### config.mk
export PLATFORM = sky130hd
export DESIGN_NAME = irq_router
export DESIGN_NICKNAME = d
export VERILOG_FILES = /design/src/rtl/irq_router_pkg.sv /design/src/rtl/irq_ctrl_regs.sv /design/src/rtl/irq_status_bank.sv /design/src/rtl/irq_pin_drive.sv /design/src/rtl/irq_err_bank.sv /design/src/rtl/irq_router.sv
export SDC_FILE = /design/constraint.sdc
export NUM_CORES = 1
export LEC_CHECK = 0
export ABC_AREA = 1
export BUFFER_PORTS_ARGS = -buffer_cell sky130_fd_sc_hd__buf_2
export CAP_MARGIN = 40
export CORE_MARGIN = 8
export CORE_UTILIZATION = 56
export DETAILED_ROUTE_END_ITERATION = 7
export PLACE_DENSITY = 0.85
export SLEW_MARGIN = 0
export SYNTH_ARGS = -nofsm -noshare
export SYNTH_HDL_FRONTEND = slang
export SYNTH_SLANG_ARGS = --single-unit
### constraint.sdc
create_clock -name clk -period 1.65 [get_ports clk]
set_clock_uncertainty 0.1 [all_clocks]
set_input_delay 0.165 -clock clk [delete_from_list [all_inputs] [get_ports clk]]
set_output_delay 0.165 -clock clk [all_outputs]
set_load 0.05 [all_outputs]
### src/rtl/irq_router_pkg.sv
package irq_router_pkg;
  localparam int REG_W  = 16;
  localparam int ADDR_W = 3;
  localparam int N_LINE = 3;

  localparam logic [ADDR_W-1:0] A_MODE  = 3'd0;
  localparam logic [ADDR_W-1:0] A_MASK  = 3'd1;
  localparam logic [ADDR_W-1:0] A_ROUTE = 3'd2;
  localparam logic [ADDR_W-1:0] A_STAT1 = 3'd4;
  localparam logic [ADDR_W-1:0] A_ERR   = 3'd7;

  typedef logic [1:0] route_t;
endpackage

### src/rtl/irq_ctrl_regs.sv
module irq_ctrl_regs
  import irq_router_pkg::*;
#(
  parameter int N_EVT = 8
) (
  input  logic                   clk,
  input  logic                   rst,
  input  logic                   wr,
  input  logic [ADDR_W-1:0]      addr,
  input  logic [REG_W-1:0]       wdata,
  output logic [N_LINE-1:0]      mode_q,
  output logic [N_LINE-1:0]      mask_q,
  output logic [2*N_EVT-1:0]     route_q
);
  localparam int MAP_W = 2 * N_EVT;

  always_ff @(posedge clk) begin
    if (rst) begin
      mode_q  <= '0;
      mask_q  <= '0;
      route_q <= '0;
    end else if (wr) begin
      case (addr)
        A_MODE:  mode_q  <= wdata[N_LINE-1:0];
        A_MASK:  mask_q  <= wdata[N_LINE-1:0];
        A_ROUTE: route_q <= wdata[MAP_W-1:0];
        default: ;
      endcase
    end
  end
endmodule

### src/rtl/irq_status_bank.sv
module irq_status_bank
  import irq_router_pkg::*;
#(
  parameter int N_EVT   = 8,
  parameter int LINE_ID = 1
) (
  input  logic               clk,
  input  logic               rst,
  input  logic [N_EVT-1:0]   evt,
  input  logic [2*N_EVT-1:0] route,
  input  logic               rd_clr,
  output logic [N_EVT-1:0]   stat_q,
  output logic               hit
);
  logic [N_EVT-1:0] sel;

  for (genvar e = 0; e < N_EVT; e++) begin : g_sel
    route_t code;
    assign code   = route[2*e +: 2];
    assign sel[e] = evt[e] && (code == route_t'(LINE_ID));
  end

  assign hit = |sel;

  always_ff @(posedge clk) begin
    if (rst) stat_q <= '0;
    else     stat_q <= (rd_clr ? '0 : stat_q) | sel;
  end
endmodule

### src/rtl/irq_pin_drive.sv
module irq_pin_drive #(
  parameter int PULSE_CYC = 16
) (
  input  logic clk,
  input  logic rst,
  input  logic pulse_mode,
  input  logic masked,
  input  logic pending,
  input  logic hit,
  output logic pin_n
);
  localparam int CNT_W = $clog2(PULSE_CYC + 1);

  logic [CNT_W-1:0] cnt_q;
  logic             start;

  assign start = pulse_mode && !masked && hit && (cnt_q == '0);

  always_ff @(posedge clk) begin
    if (rst)               cnt_q <= '0;
    else if (start)        cnt_q <= CNT_W'(PULSE_CYC);
    else if (cnt_q != '0)  cnt_q <= cnt_q - 1'b1;
  end

  always_ff @(posedge clk) begin
    if (rst)             pin_n <= 1'b1;
    else if (pulse_mode) pin_n <= (cnt_q == '0);
    else                 pin_n <= !(pending && !masked);
  end
endmodule

### src/rtl/irq_err_bank.sv
module irq_err_bank #(
  parameter int N_ERR = 4
) (
  input  logic             clk,
  input  logic             rst,
  input  logic [N_ERR-1:0] cond,
  input  logic             rd_clr,
  output logic [N_ERR-1:0] stat_q,
  output logic             err_n
);
  logic [N_ERR-1:0] cond_q;
  logic [N_ERR-1:0] rise;

  assign rise = cond & ~cond_q;

  always_ff @(posedge clk) begin
    if (rst) begin
      cond_q <= '0;
      stat_q <= '0;
      err_n  <= 1'b1;
    end else begin
      cond_q <= cond;
      stat_q <= ((rd_clr ? '0 : stat_q) & cond) | rise;
      err_n  <= ~(|stat_q);
    end
  end
endmodule

### src/rtl/irq_router.sv
module irq_router
  import irq_router_pkg::*;
#(
  parameter int N_EVT    = 8,
  parameter int N_ERR    = 4,
  parameter int CLK_MHZ  = 16,
  parameter int PULSE_US = 1
) (
  input  logic              clk,
  input  logic              rst,
  input  logic [N_EVT-1:0]  evt,
  input  logic [N_ERR-1:0]  err_cond,
  input  logic              reg_wr,
  input  logic              reg_rd,
  input  logic [2:0]        reg_addr,
  input  logic [15:0]       reg_wdata,
  output logic [15:0]       reg_rdata,
  output logic [2:0]        irq_n,
  output logic              err_n
);
  localparam int PULSE_CYC = CLK_MHZ * PULSE_US;

  logic [N_LINE-1:0]             mode_q;
  logic [N_LINE-1:0]             mask_q;
  logic [2*N_EVT-1:0]            route_q;
  logic [N_LINE-1:0][N_EVT-1:0]  stat_all;
  logic [N_ERR-1:0]              err_stat;
  logic                          err_clr;
  logic [REG_W-1:0]              rd_mux;

  irq_ctrl_regs #(.N_EVT(N_EVT)) u_regs (
    .clk(clk), .rst(rst), .wr(reg_wr), .addr(reg_addr), .wdata(reg_wdata),
    .mode_q(mode_q), .mask_q(mask_q), .route_q(route_q)
  );

  for (genvar k = 0; k < N_LINE; k++) begin : g_line
    logic rd_clr;
    logic hit;
    assign rd_clr = reg_rd && (reg_addr == A_STAT1 + ADDR_W'(k));

    irq_status_bank #(.N_EVT(N_EVT), .LINE_ID(k + 1)) u_stat (
      .clk(clk), .rst(rst), .evt(evt), .route(route_q), .rd_clr(rd_clr),
      .stat_q(stat_all[k]), .hit(hit)
    );

    irq_pin_drive #(.PULSE_CYC(PULSE_CYC)) u_pin (
      .clk(clk), .rst(rst), .pulse_mode(mode_q[k]), .masked(mask_q[k]),
      .pending(|stat_all[k]), .hit(hit), .pin_n(irq_n[k])
    );
  end

  assign err_clr = reg_rd && (reg_addr == A_ERR);

  irq_err_bank #(.N_ERR(N_ERR)) u_err (
    .clk(clk), .rst(rst), .cond(err_cond), .rd_clr(err_clr),
    .stat_q(err_stat), .err_n(err_n)
  );

  always_comb begin
    case (reg_addr)
      A_MODE:         rd_mux = REG_W'(mode_q);
      A_MASK:         rd_mux = REG_W'(mask_q);
      A_ROUTE:        rd_mux = REG_W'(route_q);
      A_STAT1:        rd_mux = REG_W'(stat_all[0]);
      A_STAT1 + 3'd1: rd_mux = REG_W'(stat_all[1]);
      A_STAT1 + 3'd2: rd_mux = REG_W'(stat_all[2]);
      A_ERR:          rd_mux = REG_W'(err_stat);
      default:        rd_mux = '0;
    endcase
  end

  always_ff @(posedge clk) begin
    if (rst)         reg_rdata <= '0;
    else if (reg_rd) reg_rdata <= rd_mux;
  end
endmodule

==> results.yml <==
place:
  dp_hpwl_um: 7070
  place.gp.congestion: 0.933
  io_buffer_count: 54
layout:
  diodes: 0
  postLayoutCoreUtil_pct: 66.7
  area_delta_synth_final_pct: 16.6
  drive_gt1_share_pct: 14.2
  finish.net_count: 625
synth:
  syn-num-nets: 565
  async_reset_ff_share_pct: 0
  synth_common_cells: "99 x nand2_1, 89 x dfxtp_1, 68 x a21oi_1"
  synth.most_common_cell: "nand2_1"
  synth_edf_count: 0
  synth_seq_cells: 89
  postSynthCellCount: 527
  synth_area_leaders: "dfxtp_1 46%, nand2_1 9.7%, a21oi_1 8.9%"
  synth_top_cell_by_area: "dfxtp_1"
  yosysTopAreaCellShare_pct: 46.4
  yosysUniqueCellTypes: 23
  yosys_warnings: 0
  syn_area_mm2: 0.00384
  yosys_most_used_dff: "dfxtp_1"
  avgSynthCellArea_um2: 7.29
  ys_seq_area_share_pct: 46.4
sta:
  max_slew_margin_pct: 73.5
  final-setup-viol-count: 0
  worst_pin_slew_ps: 396
  rsz0062_at_grt: "false"
  period_minus_slack_ps: 1420
  max_freq_mhz: 702
  final.period_utilization_pct: 86.3
  finalMaxSlewViolations: 0
  fin_setup_tns_ps: 0
  hold_slack_ps: 10.3
  finalHoldViolCount: 0
setup_path:
  crit_top_cell: "nor2_1"
  slowest_delay_ps: 340
  crit_fanout: 5
  endpoint_kind: "register"
  cp.arrival_ps: 1580
  crit_required_ps: 1810
  start_kind: "register"
  path_cells: "inv_1 -> ha_1 -> nand3b_1 -> nor2_1 -> nand3_1 -> nand2_1 -> nor2_1"
  critical-path-slowest-cell: "dfxtp_1"
  crit_type: "reg2reg"
die:
  die_x_um: 98.8
  io_pins: 55
  start_util_pct: 57.2
  coreArea_mm2: 0.00672
  num_rows: 30
  dieArea_mm2: 0.00977
  die_h_um: 98.8
power:
  p_total_uw: 5330
  peakVddDrop_mv: 0.643
  powerDensity_mw_per_mm2: 1190
  p_leak_uw: 0.00198
route:
  viasPerCell: 5.51
  first_pass_iters: 5
  via_count: 3700
  antenna_left: 0
  drc: 0
  drt_iter0_markers: 341
  routed_wl_um: 9700
  wl_per_cell_um: 14.4
clocking:
  cts_max_level: 3
  clock_sinks: 89
  cts_tree: "built"
  cts_buffers: 9
  cts-root-buf: "clkbuf_8"
  clk_path_buf_depth: 2
  clk_latency_ps: 350
  path_clk_slew_ps: 80
global_route:
  grt_usage_pct: 20.0
  antenna_found_initial: 0
  first_global_vias: 3532
  overflow: 0
  grt_pass1_wl_um: 16100
  grt_max_degree: 41
flow_run:
  drv_cap: 0
hold_path:
  worstHoldPathType: "in2reg"
run_status:
  status: "finished, final reports clean"
-- flip-flops by register name, indices dropped and copies added, names as in the netlist --
name / flops
g_line.u_pin.cnt_q: 15
g_line.u_pin.pin_n: 3
g_line.u_stat.stat_q: 24
reg_rdata: 16
u_err.cond_q: 4
u_err.err_n: 1
u_err.stat_q: 4
u_regs.mask_q: 3
u_regs.mode_q: 3
u_regs.route_q: 16
-- critical path, delay by kind of cell, from the launching register on --
kind / cells / cell delay [ps]
buffers and inverters: 1 / 60
flip-flops: 1 / 340
AND/OR/NAND/NOR: 5 / 620
adder cells (fa/ha/maj): 1 / 210
-- power breakdown --
group / internal [uW] / leakage, uW / switching (uW)
Clock: 778 / 0.000109 / 755
Combinational: 526 / 0.00114 / 780
Sequential: 2350 / 0.000726 / 143
-- repair_timing --
item                                   CTS  global route
setup endpoints to repair                0             4
endpoints found under the hold margin   16             0
setup buffers                            0             1
gates resized for setup                  0             0
hold buffers                            12             0
-- stage by stage --
stage	cell area, um2	setup slack [ps]	cells
final	4480	226	672
after detailed placement	4150	27.3	643
after floorplan	3840	325	527
after global routing	4480	3.52	672
after global placement	4150	111	643
after CTS	4480	117	671
-- metal layers --
layer  share of wire, %  GRT usage, %  vias up
met1                 43          23.0     1649
li1                   -             -     1864
met3                7.2          5.71       36
met4                3.7          8.74        0
met2                 46          33.5      151
met5                  0             0        -
-- cell families (layout without fill, tap and decap cells) --
| kind of cell | count (synthesis) | after routing | share of synthesized area (%) |
|---|---|---|---|
| buffers and inverters | 73 | 138 | 8.04 |
| AND/OR/NAND/NOR | 245 | 245 | 28.5 |
| adder cells (fa/ha/maj) | 3 | 3 | 0.977 |
| AO/OA/AOI/OAI | 109 | 109 | 14.3 |
| XOR/XNOR | 8 | 8 | 1.82 |
| flip-flops | 89 | 89 | 46.4 |
-- area by class of cell --
cell class              count  area, um2
clock buffers              11        151
clock inverters             5       53.8
fillers                   575       2240
inverters                  48        180
multi-input cells         365       1750
flip-flops and latches     89       1780
well taps                  80        100
repair buffers             74        463
-- cells in the final DEF (no fill, tap or decap), drive strengths merged --
cell type and count:
nand3b 6, bufinv 1, xnor2 4, inv 48, buf 62, a21oi 68, dlygate4sd3 12, dfxtp 89
o41ai 1, nor2 64, nand2 100, clkinv 4, xor2 4, nand3 49, nand4 23, nor3 3
ha 3, clkbuf 11, o21ai 40
-- worst paths after layout --
check / cells after the start / slack [ps] / start / endpoint
max: 7 / 230 / g_line[1].u_pin.cnt_q[0] / g_line[1].u_pin.cnt_q[0]
min: 3 / 10 / reg_wdata[2] / u_regs.route_q[2]
max reg2reg: 7 / 230 / g_line[1].u_pin.cnt_q[0] / g_line[1].u_pin.cnt_q[0]
min reg2reg: 1 / 310 / u_err.cond_q[3] / u_err.stat_q[3]
Power figures use the tool's default switching activity.
